**src/rtl/ale_pkg.sv**
```systemverilog
package ale_pkg;
  localparam int unsigned SFR_AW = 8;
  localparam int unsigned SFR_DW = 8;
  typedef logic [SFR_AW-1:0] sfr_addr_t;
  typedef logic [SFR_DW-1:0] sfr_data_t;
  localparam sfr_addr_t QUIET_REG_ADDR = 8'h8E;
  localparam int unsigned QUIET_BIT = 0;
endpackage

```
**src/rtl/ale_rst_sync.sv**
```systemverilog
module ale_rst_sync #(
  parameter int unsigned STAGES = 2
) (
  input  logic clk,
  input  logic rst_ni,
  output logic rst_no
);
  logic [STAGES-1:0] sync_q;
  logic [STAGES-1:0] sync_d;

  always_comb begin
    sync_d = {sync_q[STAGES-2:0], 1'b1};
  end

  always_ff @(posedge clk or negedge rst_ni) begin
    if (!rst_ni) sync_q <= '0;
    else         sync_q <= sync_d;
  end

  assign rst_no = sync_q[STAGES-1];
endmodule

```
**src/rtl/ale_quiet_reg.sv**
```systemverilog
module ale_quiet_reg
  import ale_pkg::*;
(
  input  logic      clk,
  input  logic      rst_ni,
  input  logic      wr_i,
  input  sfr_addr_t addr_i,
  input  logic      wbit_i,
  output logic      quiet_o
);
  logic hit;
  logic quiet_d, quiet_q;

  always_comb begin
    hit     = wr_i && (addr_i == QUIET_REG_ADDR);
    quiet_d = hit ? wbit_i : quiet_q;
  end

  always_ff @(posedge clk or negedge rst_ni) begin
    if (!rst_ni) quiet_q <= 1'b0;
    else         quiet_q <= quiet_d;
  end

  assign quiet_o = quiet_q;

  a_r3_quiet_load: assert property (@(posedge clk) disable iff (!rst_ni)
    (wr_i && addr_i == QUIET_REG_ADDR) |=> (quiet_o == $past(wbit_i)));
  a_r3_other_addr: assert property (@(posedge clk) disable iff (!rst_ni)
    (!(wr_i && addr_i == QUIET_REG_ADDR)) |=> $stable(quiet_o));
endmodule

```
**src/rtl/ale_pulse_gen.sv**
```systemverilog
module ale_pulse_gen #(
  parameter int unsigned PHASES    = 6,
  parameter int unsigned PULSE_LEN = 2,
  localparam int unsigned PW       = $clog2(PHASES)
) (
  input  logic          clk,
  input  logic          rst_ni,
  input  logic [PW-1:0] phase_i,
  input  logic          quiet_i,
  input  logic          fetch_i,
  input  logic          data_i,
  output logic          ale_o
);
  localparam logic [PW-1:0] PLEN = PW'(PULSE_LEN);

  logic cyc_start, data_first, want;
  logic seen_d, seen_q;
  logic en_d, en_q;
  logic ale_d, ale_q;

  always_comb begin
    cyc_start  = (phase_i == '0);
    data_first = data_i && !seen_q;
    want       = (!quiet_i || fetch_i || data_i) && !data_first;
    seen_d     = cyc_start ? data_i : seen_q;
    en_d       = cyc_start ? want   : en_q;
    ale_d      = (phase_i < PLEN) && en_d;
  end

  always_ff @(posedge clk or negedge rst_ni) begin
    if (!rst_ni) begin
      seen_q <= 1'b0;
      en_q   <= 1'b0;
      ale_q  <= 1'b0;
    end else begin
      seen_q <= seen_d;
      en_q   <= en_d;
      ale_q  <= ale_d;
    end
  end

  assign ale_o = ale_q;

  a_r1_pulse_window: assert property (@(posedge clk) disable iff (!rst_ni)
    ale_o |-> ($past(phase_i) < PLEN));
  a_r2_first_data_skip: assert property (@(posedge clk) disable iff (!rst_ni)
    (phase_i == '0 && data_i && !seen_q) |=> !ale_o);
  a_r4_quiet_low: assert property (@(posedge clk) disable iff (!rst_ni)
    (phase_i == '0 && quiet_i && !fetch_i && !data_i) |=> !ale_o);
  a_r6_no_mid_start: assert property (@(posedge clk) disable iff (!rst_ni)
    (phase_i != '0 && !ale_o) |=> !ale_o);
endmodule

```
**src/rtl/ale_gen.sv**
```systemverilog
module ale_gen
  import ale_pkg::*;
#(
  parameter int unsigned PHASES    = 6,
  parameter int unsigned PULSE_LEN = 2,
  localparam int unsigned PW       = $clog2(PHASES)
) (
  input  logic              clk,
  input  logic              rst_n,
  input  logic [PW-1:0]     osc_phase,
  input  logic              ext_fetch,
  input  logic              ext_data,
  input  logic              sfr_wr,
  input  logic [SFR_AW-1:0] sfr_addr,
  input  logic [SFR_DW-1:0] sfr_wdata,
  output logic              ale,
  output logic              ale_oe
);
  logic rst_i;
  logic quiet;
  logic oe_d, oe_q;
  logic unused_wdata;

  assign unused_wdata = ^sfr_wdata[SFR_DW-1:1];

  ale_rst_sync #(.STAGES(2)) u_rst (
    .clk    (clk),
    .rst_ni (rst_n),
    .rst_no (rst_i)
  );

  ale_quiet_reg u_quiet (
    .clk     (clk),
    .rst_ni  (rst_i),
    .wr_i    (sfr_wr),
    .addr_i  (sfr_addr),
    .wbit_i  (sfr_wdata[QUIET_BIT]),
    .quiet_o (quiet)
  );

  ale_pulse_gen #(.PHASES(PHASES), .PULSE_LEN(PULSE_LEN)) u_pulse (
    .clk     (clk),
    .rst_ni  (rst_i),
    .phase_i (osc_phase),
    .quiet_i (quiet),
    .fetch_i (ext_fetch),
    .data_i  (ext_data),
    .ale_o   (ale)
  );

  always_comb begin
    oe_d = 1'b1;
  end

  always_ff @(posedge clk or negedge rst_i) begin
    if (!rst_i) oe_q <= 1'b0;
    else        oe_q <= oe_d;
  end

  assign ale_oe = oe_q;

  a_r8_quiet_when_undriven: assert property (@(posedge clk) disable iff (!rst_n)
    !ale_oe |-> !ale);
  a_r7_oe_held_in_sync: assert property (@(posedge clk) disable iff (!rst_n)
    $rose(ale_oe) |-> $past(rst_n, 2));
endmodule

```
**config.mk**
```make
export PLATFORM = sky130hd
export DESIGN_NAME = ale_gen
export DESIGN_NICKNAME = d
export VERILOG_FILES = /design/src/rtl/ale_pkg.sv /design/src/rtl/ale_rst_sync.sv /design/src/rtl/ale_quiet_reg.sv /design/src/rtl/ale_pulse_gen.sv /design/src/rtl/ale_gen.sv
export SDC_FILE = /design/constraint.sdc
export NUM_CORES = 1
export LEC_CHECK = 0
export ABC_CLOCK_PERIOD_IN_PS = 800
export BUFFER_PORTS_ARGS = -buffer_cell sky130_fd_sc_hd__buf_2
export CORE_AREA = 2 2 39 41
export CTS_CLUSTER_SIZE = 8
export DETAILED_ROUTE_END_ITERATION = 16
export DIE_AREA = 0 0 41 43
export GPL_ROUTABILITY_DRIVEN = 0
export SLEW_MARGIN = 20
export SYNTH_ARGS = -nofsm -noshare
export SYNTH_HDL_FRONTEND = slang
export SYNTH_SLANG_ARGS = --single-unit
```
**constraint.sdc**
```tcl
create_clock -name clk -period 0.8 [get_ports clk]
set_clock_uncertainty 0.2 [all_clocks]
set_input_delay 0.08 -clock clk [delete_from_list [all_inputs] [get_ports clk]]
set_output_delay 0.08 -clock clk [all_outputs]
set_load 0.02 [all_outputs]
```
# After elaboration in Yosys (flattened, before gate mapping)
# Cells that the tools add are included.
# word_totals
memories	0
inputBits	24
mem_bits_ro	0
register_bits	7
word_cells	19
ramBits	0
out_inout_bits	2
latchBits	0
# op_classes
n_mux	1
n_div	0
n_mul	0
addsub	0
shift	0
n_eq_ne	1
bitwise_logic	0
reduce_logical	10
order_cmp	1
# ops
op	count
$eq A8 B8 Y1 const B	1
$logic_and A1 B1 Y1	4
$logic_not A1 Y1	3
$logic_not A3 Y1	1
$lt A3 B2 Y1 const B	1
$logic_or A1 B1 Y1	2
$mux W1	1

# Logic depth before layout (Yosys ltp)
# Gate-level depths: netlist of the first run.
# depth
depth_word	6
ltp_mapped	3
ltp_nobuf	3

# Hierarchy
# Synthesis of the first run repeated with hierarchy kept, for this count alone.
# unflattened
cells_unflattened	21
hier_area_um2	295.3
# modules_own_cells
mod	n_inst	cells_each	seq_area_each_um2	area_per_inst_um2
ale_pulse_gen	1	11	75.1	148.9
ale_quiet_reg	1	5	25.0	63.8
ale_rst_sync	1	3	50.0	53.8
ale_gen	1	2	25.0	28.8

# Least setup slack after synthesis of the first run
# Ideal clock, no wire load.
# synth_path
kind	input -> register
startpoint	input port sfr_addr[5]
endpoint	register u_quiet.quiet_q, in the netlist u_quiet.quiet_o
required_ps	472
path_buffers	0
setup_time_ps	128
path_slack_ps	-684
arrival_ps	1156
path_stages	3
path_cell_list	or4b_1 nor4_2 mux2_1
# synth_via
elab_chain_len	2
# synth_lines
element	line_no	source
start: declaration	ale_gen.sv:14	input logic [SFR_AW-1:0] sfr_addr,
$eq A8 B8 Y1	ale_quiet_reg.sv:15	hit = wr_i && (addr_i == QUIET_REG_ADDR);
$logic_and A1 B1 Y1	ale_quiet_reg.sv:15	
end signal: assignment	ale_quiet_reg.sv:21	else quiet_q <= quiet_d;
end: declaration	ale_quiet_reg.sv:12	logic quiet_d, quiet_q;
# Every way passes these cells.
# A chain may end at the register's enable or synchronous reset.

# Worst setup path in the final report of the first run
# Ends and elaborated chain as after synthesis.

==> impl_metrics.tcl, run 1 <==
set metrics [dict create \
    power_density_nw_per_um2 1710 \
    initial_utilization_pct 20.3 \
    period_needed_ns 1.33 \
    htreeDepth 1 \
    synth_top_family_by_area "simple AND/OR/NAND/NOR gates" \
    wl_per_cell_um 9.69 \
    synth.avg_cell_area_um2 12.8 \
    mostFrequentLayoutCell "buf_2" \
    antenna_left 0 \
    synth_fa_ha_area_share_pct 0 \
    status "finished, violations left" \
    min_path_type "flip-flop to asynchronous set/reset pin" \
    grt_pass1_wl_um 890 \
    syn_area_um2 282 \
    grt_use_total_pct 8.61 \
    tritoncts "built" \
    diodes 0 \
    required_ns 0.74 \
    grt.overflow.total 0 \
    final_core_util_pct 37.0 \
    finalSetupViolations 6 \
    critPathKind "input pin to flip-flop" \
    drt_iter0_drc 0 \
    area.growth.synth_to_final_pct 81.8 \
    drcViolationCount 0 \
    synth_compound_area_share_pct 5.78 \
    layout_common_cells "15 x buf_2, 7 x dfrtp_1" \
    ys_warn_count 0 \
    fin_ws_ns -0.528 \
    wirelength_um 630 \
    fin_hold_ws_ns -0.132 \
    antenna_found_initial 0 \
    clk_latency_ns 0.25 \
    viasPerCell 4.20 \
    die_x_um 41 \
    drtPass1Iterations 1 \
    vias 273 \
    grt_max_degree 6 \
    core_um2 1380 \
    cts_max_path_buffers 2 \
    arrival_ns 1.27 \
    io_pins 26 \
    max_freq_mhz 753 \
    end_kind "flip-flop" \
    timing_hold_violations_final 11 \
    cap_viol_max_count 0 \
    yosys.area_share.simple_pct 22.7 \
    worstSetupStartpointType "input pin" \
    ir_drop_mv 1.13 \
    root_buffer "clkbuf_4" \
    synthMuxAreaShare_pct 8.00 \
    final_cell_count_no_fill 65 \
    numPortBuffers 18 \
    cp_max_fo 1 \
    synth_cells 22 \
    drive_gt1_share_pct 63.3 \
    power.leakage_nw 0.259 \
    synthXorXnorAreaFrac_pct 0 \
    cts_buffers 3 \
    grt_pass1_vias 221 \
    rsz0062_at_grt "yes" \
    die_h_um 43 \
    cts_sinks 7 \
    yosysSeqAreaShare_pct 62.2 \
    ctsHoldBuffers 1 \
    dieArea_um2 1760 \
    ys_types 12 \
    nets 74 \
    dp_worst_setup_slack_ns -0.854 \
    rows 14 \
    nFillCells 139 \
    violations "negative hold slack, negative setup slack" \
    synth_seq_cells 7 \
    path_clk_slew_ns 0.05 \
    drv_slew 0 \
    finalCritPeriodShare_pct 166 \
    post-place-cells 60 \
    dp_hpwl_um 466 \
]
==> cell families (layout without fill, tap and decap cells) <==
logic type	count (synthesis)	after routing
buffers and inverters	0	26
other	1	2
multiplexers	2	2
AND/OR/NAND/NOR	10	10
flip-flops	7	7
AO/OA/AOI/OAI	2	2
==> through the flow <==
stage               total power [mW]  setup TNS (ns)  area (um^2)
CTS                            0.886           -1.83          493
global placement               0.533           -1.92          432
global route                   0.946           -2.01          512
floorplan                      0.466           -1.47          299
finish                         0.877           -1.81          512
detailed placement             0.535           -1.95          432
==> sequential cells by signal, indices dropped and copies added (netlist names) <==
register and flops:
ale_oe 1, u_pulse.ale_o 1, u_pulse.en_q 1, u_pulse.seen_q 1, u_quiet.quiet_o 1, u_rst.sync_q 2
==> layout make-up <==
cell class / count / area, um^2 / share of cell area, %
clock buffer: 4 / 26.3 / 5.13
multi-input combinational: 16 / 149 / 29.1
sequential: 7 / 175 / 34.2
tap: 16 / 20.0 / 3.91
timing repair buffer: 22 / 141 / 27.6
==> metal layers <==
layer	share of wire, %	global-route usage, %	wire length [um]
met1	34	7.62	214
met2	48	11.9	301
met3	16	9.42	101
met4	1.9	4.00	12
met5	0	0	0
==> critical path, stage by stage <==
cell	delay (ns)
buf_6	0.09
or4b_4	0.54
nor4_4	0.23
mux2_4	0.32
==> repair_timing <==
action,in CTS,in global routing
endpoints found under the hold margin,11,11
resized for setup,6,4
endpoints found under the setup margin,6,6
setup buffers,0,0
==> report_power, final <==
group          switching [mW]  total [mW]  internal [mW]
logic                  0.0538       0.150         0.0966
clock network           0.128       0.318          0.190
registers              0.0207       0.408          0.388
==> synthesized netlist by cell type <==
cell	instances	area, um^2
nand2_1	3	11.3
a21o_1	1	7.51
nor3b_1	1	7.51
dfrtp_1	7	175
conb_1	1	3.75
nor2b_1	1	6.26
mux2_1	2	22.5
nor4_2	1	12.5
nor3_1	2	10.0
o31a_1	1	8.76
or4b_1	1	10.0
or3_1	1	6.26
==> worst paths after layout <==
kind                            startpoint              end  slack, ns  cells past startpoint
setup / recovery               sfr_addr[5]  u_quiet.quiet_o      -0.53                      4
min in group clk              sfr_wdata[0]  u_quiet.quiet_o      -0.13                      2
setup reg to reg           u_quiet.quiet_o    u_pulse.ale_o      -0.37                      3
hold reg to reg            u_rst.sync_q[1]   u_pulse.seen_q      -0.13                      0
hold / removal             u_rst.sync_q[1]   u_pulse.seen_q      -0.13                      0
max in group asynchronous  u_rst.sync_q[1]     u_pulse.en_q       0.35                      0
(Power assumes the default switching activity.)
==> run 2: changes to the inputs <==
- ABC_AREA: unset -> 1
- SLEW_MARGIN: 20 -> unset
==> impl_metrics.tcl, run 2 <==
set metrics [dict create \
    ys_warn_count 0 \
    synth_common_cells "14 x nand2_1, 8 x inv_1, 7 x dfrtp_1" \
    cp_num_buf_inv 1 \
    synth_ff_type "dfrtp_1" \
    dp_worst_setup_slack_ns -0.154 \
    root_buffer "clkbuf_4" \
    p_switching_uw 194 \
    path_cells "buf_6" \
    largest_register_ff_count 2 \
    power_density_nw_per_um2 1700 \
    synth.top_cell.area_share_pct 55.3 \
    viasPerCell 3.69 \
    mostFrequentLayoutCell "buf_2" \
    path_clk_slew_ns 0.05 \
    crit_path_top_delay_cell "dfrtp_1" \
    status "finished, violations left" \
    layout_common_cells "16 x buf_2, 13 x nand2_1, 8 x inv_1" \
    nFillCells 147 \
    antenna_left 0 \
    worstSetupStartpointType "flip-flop" \
    synth_cells 40 \
    htreeDepth 1 \
    synthTopCellsByArea "dfrtp_1 55%, nand2_1 17%, inv_1 9.5%, nand2_2 4.0%, a21oi_2 2.8%" \
    drtPass1Iterations 1 \
    period_needed_ns 1.03 \
    drcViolationCount 0 \
    synth_most_common_cell "nand2_1" \
    fin_hold_ws_ns -0.128 \
    power_uw 836 \
    power.share.clock_pct 37.1 \
    required_ns 0.52 \
    core_um2 1380 \
    arrival_ns 0.75 \
    dp_hpwl_um 478 \
    rsz0062_at_grt "yes" \
    cp_max_fo 1 \
    grt_pass1_wl_um 1010 \
    dieArea_um2 1760 \
    vias 299 \
    syn_area_um2 317 \
    wl_per_cell_um 6.81 \
    die_h_um 43 \
    drive_gt1_share_pct 41.5 \
    async_flop_share_pct 100 \
    largest_register "u_rst.sync_q" \
    rows 14 \
    antenna_found_initial 0 \
    drt_iter0_drc 0 \
    ir_drop_mv 0.914 \
    finalSetupViolations 5 \
    nets 90 \
    post-place-cells 76 \
    numPortBuffers 18 \
    violations "negative hold slack, negative setup slack" \
    synth_seq_cells 7 \
    comb_power_share_pct 15.1 \
    min_path_type "flip-flop to asynchronous set/reset pin" \
    yosysSeqAreaShare_pct 55.3 \
    synth_top_area_cell "dfrtp_1" \
    p_sw_share_pct 23.2 \
    synth.avg_cell_area_um2 7.91 \
    tritoncts "built" \
    internal-power_uw 642 \
    max_freq_mhz 971 \
    grt_use_total_pct 9.15 \
    postCtsSetupBuffers 0 \
    drv_slew 0 \
    path_delay_family "flip-flops" \
    grt_pass1_vias 297 \
    cts_max_path_buffers 2 \
    seqPwrFrac_pct 47.9 \
    critPathKind "flip-flop to primary output" \
    synth_enable_flop_cells 0 \
    clk_latency_ns 0.25 \
    finalCritPeriodShare_pct 129 \
    cts_sinks 7 \
    final_cell_count_no_fill 81 \
    timing_hold_violations_final 11 \
    cap_viol_max_count 0 \
    diodes 0 \
    grt_max_degree 6 \
    ctsHoldBuffers 1 \
    grt.overflow.total 0 \
    end_kind "primary output" \
    ys_types 12 \
    initial_utilization_pct 22.9 \
    area.growth.synth_to_final_pct 55.7 \
    max_stage_delay_ns 0.37 \
    die_x_um 41 \
    wirelength_um 552 \
    cts_buffers 3 \
    fin_ws_ns -0.230 \
    io_pins 26 \
    power.leakage_nw 0.289 \
]
-- run 2: cell count changes after synthesis, sizes merged, moves of 2 or more --
cell	previous run	this run
mux2	2	0
nand2	3	16
nor2	0	3
inv	0	8
nor3	2	0
-- run 2: cell families (layout without fill, tap and decap cells) --
family                 count (synthesis)  in the layout  share of synthesized area, %
other                                  1              2                          1.18
flip-flops                             7              7                          55.3
buffers and inverters                  9             33                          10.7
AO/OA/AOI/OAI                          2              2                          4.35
AND/OR/NAND/NOR                       21             21                          28.5
-- run 2: timing repair --
| item | in CTS | in global routing |
|---|---|---|
| hold endpoints to repair | 11 | 11 |
| pin swaps | 2 | 2 |
| resized for setup | 5 | 2 |
| setup endpoints to repair | 6 | 6 |
-- run 2: layout make-up --
type	instances	area (um^2)	share of cell area (%)
sequential	7	175	35.5
timing repair buffer	20	124	25.1
multi-input combinational	25	114	23.1
inverter	9	33.8	6.85
clock buffer	4	26.3	5.33
tap	16	20.0	4.06
-- run 2: path summary, 6_finish.rpt --
check                                 to  slack (ns)  cells past startpoint             from
setup / recovery                     ale       -0.23                      1    u_pulse.ale_o
hold / removal              u_pulse.en_q       -0.13                      0  u_rst.sync_q[1]
setup reg to reg           u_pulse.ale_o       -0.17                      5  u_quiet.quiet_o
hold reg to reg             u_pulse.en_q       -0.13                      0  u_rst.sync_q[1]
max in group asynchronous         ale_oe        0.35                      0  u_rst.sync_q[1]
min in group clk           u_pulse.ale_o       -0.11                      4     osc_phase[1]
-- run 2: power groups by stage --
stage                     registers (mW)  clock network, mW  logic, mW
after global placement             0.404                  0      0.112
after CTS                          0.401              0.329      0.126
after floorplan                    0.410                  0     0.0502
final                              0.400              0.310      0.126
after detailed placement           0.405                  0      0.114
after global routing               0.404              0.357      0.146
-- run 2: per-layer routing --
| layer | track usage, % | part of all wire, % | routed length (um) |
|---|---|---|---|
| met2 | 12.8 | 49 | 268 |
| met1 | 9.36 | 43 | 236 |
| met3 | 7.85 | 8.7 | 48 |
| met4 | 4.00 | 0 | 0 |
| met5 | 0 | 0 | 0 |
-- run 2: metrics by stage --
| stage | TNS, ns | util [%] | instance area [um^2] |
|---|---|---|---|
| 2_1_floorplan | -0.202 | - | 320 |
| 3_3_place_gp | -0.363 | 31.6 | 438 |
| 3_5_place_dp | -0.411 | 31.6 | 438 |
| 4_1_cts | -0.889 | 35.2 | 487 |
| 5_1_grt | -1.12 | 35.6 | 493 |
| 6_report | -0.843 | 35.6 | 493 |
==> run 3: changes to the inputs <==
- CTS_BUF_LIST: unset -> sky130_fd_sc_hd__clkbuf_2 sky130_fd_sc_hd__clkbuf_4 sky130_fd_sc_hd__clkbuf_8
==> impl_metrics.tcl, run 3 (synthesis gave the netlist of run 2 again) <==
set metrics [dict create \
    initial_utilization_pct 22.9 \
    period_needed_ns 1.03 \
    ctsHoldBuffers 1 \
    comb_power_share_pct 14.4 \
    viasPerCell 3.68 \
    fin_hold_ws_ns -0.132 \
    cap_viol_max_count 0 \
    fin_ws_ns -0.232 \
    largest_register_ff_count 2 \
    rows 14 \
    min_path_type "flip-flop to asynchronous set/reset pin" \
    antenna_found_initial 0 \
    grt.overflow.total 0 \
    grt_pass1_vias 301 \
    cp_max_fo 1 \
    end_kind "primary output" \
    cp_num_buf_inv 1 \
    wl_per_cell_um 6.89 \
    reg2reg_setup_slack_ns -0.17 \
    wirelength_um 558 \
    numPortBuffers 18 \
    critPathKind "flip-flop to primary output" \
    internal-power_uw 676 \
    timing_hold_violations_final 11 \
    grt_use_total_pct 9.25 \
    antenna_left 0 \
    power_density_nw_per_um2 1760 \
    mostFrequentLayoutCell "buf_2" \
    path_cells "buf_6" \
    max_freq_mhz 969 \
    drcViolationCount 0 \
    io_pins 26 \
    layout_common_cells "16 x buf_2, 13 x nand2_1, 8 x inv_1" \
    area.growth.synth_to_final_pct 56.9 \
    cts_max_path_buffers 2 \
    grt_pass1_wl_um 1030 \
    nets 90 \
    die_x_um 41 \
    diodes 0 \
    path_delay_family "flip-flops" \
    required_ns 0.52 \
    p_sw_share_pct 22.6 \
    clk_latency_ns 0.25 \
    drt_iter0_drc 2 \
    path_clk_slew_ns 0.05 \
    vias 298 \
    p_switching_uw 198 \
    dp_worst_setup_slack_ns -0.154 \
    r2r-start "u_quiet.quiet_o" \
    power.leakage_nw 0.292 \
    core_um2 1380 \
    violations "negative hold slack, negative setup slack" \
    timing.rr.end "u_pulse.ale_o" \
    tritoncts "built" \
    htreeDepth 1 \
    worstSetupStartpointType "flip-flop" \
    power.share.clock_pct 39.8 \
    die_h_um 43 \
    rsz0062_at_grt "yes" \
    cts_buffers 3 \
    nFillCells 148 \
    max_stage_delay_ns 0.37 \
    grt_max_degree 6 \
    drive_gt1_share_pct 43.1 \
    ir_drop_mv 0.914 \
    status "finished, violations left" \
    seqPwrFrac_pct 45.8 \
    dp_hpwl_um 478 \
    finalSetupViolations 5 \
    crit_start "u_pulse.ale_o" \
    drv_slew 0 \
    reg2regPathDepth 5 \
    final_area_um2 497 \
    dieArea_um2 1760 \
    crit_path_top_delay_cell "dfrtp_1" \
    drtPass1Iterations 2 \
    arrival_ns 0.75 \
    placed_area_um2 438 \
    finalCritPeriodShare_pct 129 \
    root_buffer "clkbuf_4" \
    cts_sinks 7 \
    final_core_util_pct 35.9 \
    largest_register "u_rst.sync_q" \
]
run 3: cell counts in the layout (fill, tap and decap cells not counted):
No cell type changed its count.
run 3: worst max path at each step:
stage	endpoint	slack (ns)	cells past startpoint
finish	ale	-0.23	1
global route	ale	-0.27	1
CTS	ale	-0.25	1
detailed placement	u_pulse.ale_o	-0.15	5
global placement	u_pulse.ale_o	-0.14	5
floorplan	u_pulse.ale_o	-0.12	5
run 3: layer usage:
layer / share of wire (%) / vias to the layer above / GRT usage, %
li1: - / 164 / -
met1: 41 / 126 / 9.36
met3: 8.8 / 0 / 7.85
met4: 0 / 0 / 4.00
met5: 0 / - / 0
met2: 50 / 8 / 13.1
run 3: area by class of cell:
class | instances | area (um^2) | area share, %
Multi-Input combinational cell | 25 | 114 | 22.9
Tap cell | 16 | 20.0 | 4.03
Timing Repair Buffer | 20 | 124 | 24.9
Inverter | 9 | 33.8 | 6.80
Sequential cell | 7 | 175 | 35.3
Clock buffer | 4 | 30.0 | 6.05
run 3: repair_timing:
action,CTS,global route
endpoints found under the hold margin,11,11
pin swaps,2,2
endpoints found under the setup margin,6,6
cloned,0,0
setup buffers,0,0
gates resized for setup,5,2
run 3: power groups by stage:
stage               clock, mW  combinational, mW  sequential, mW
detailed placement          0              0.114           0.405
finish                  0.348              0.126           0.400
CTS                     0.367              0.126           0.401
global route            0.397              0.146           0.404
global placement            0              0.112           0.404
floorplan                   0             0.0502           0.410
run 3: metrics by stage:
| stage | instances | power [mW] | setup TNS, ns |
|---|---|---|---|
| 2_1_floorplan | 41 | 0.460 | -0.202 |
| 3_3_place_gp | 76 | 0.516 | -0.363 |
| 3_5_place_dp | 76 | 0.520 | -0.411 |
| 4_1_cts | 81 | 0.893 | -0.887 |
| 5_1_grt | 81 | 0.947 | -1.12 |
| 6_report | 81 | 0.874 | -0.841 |
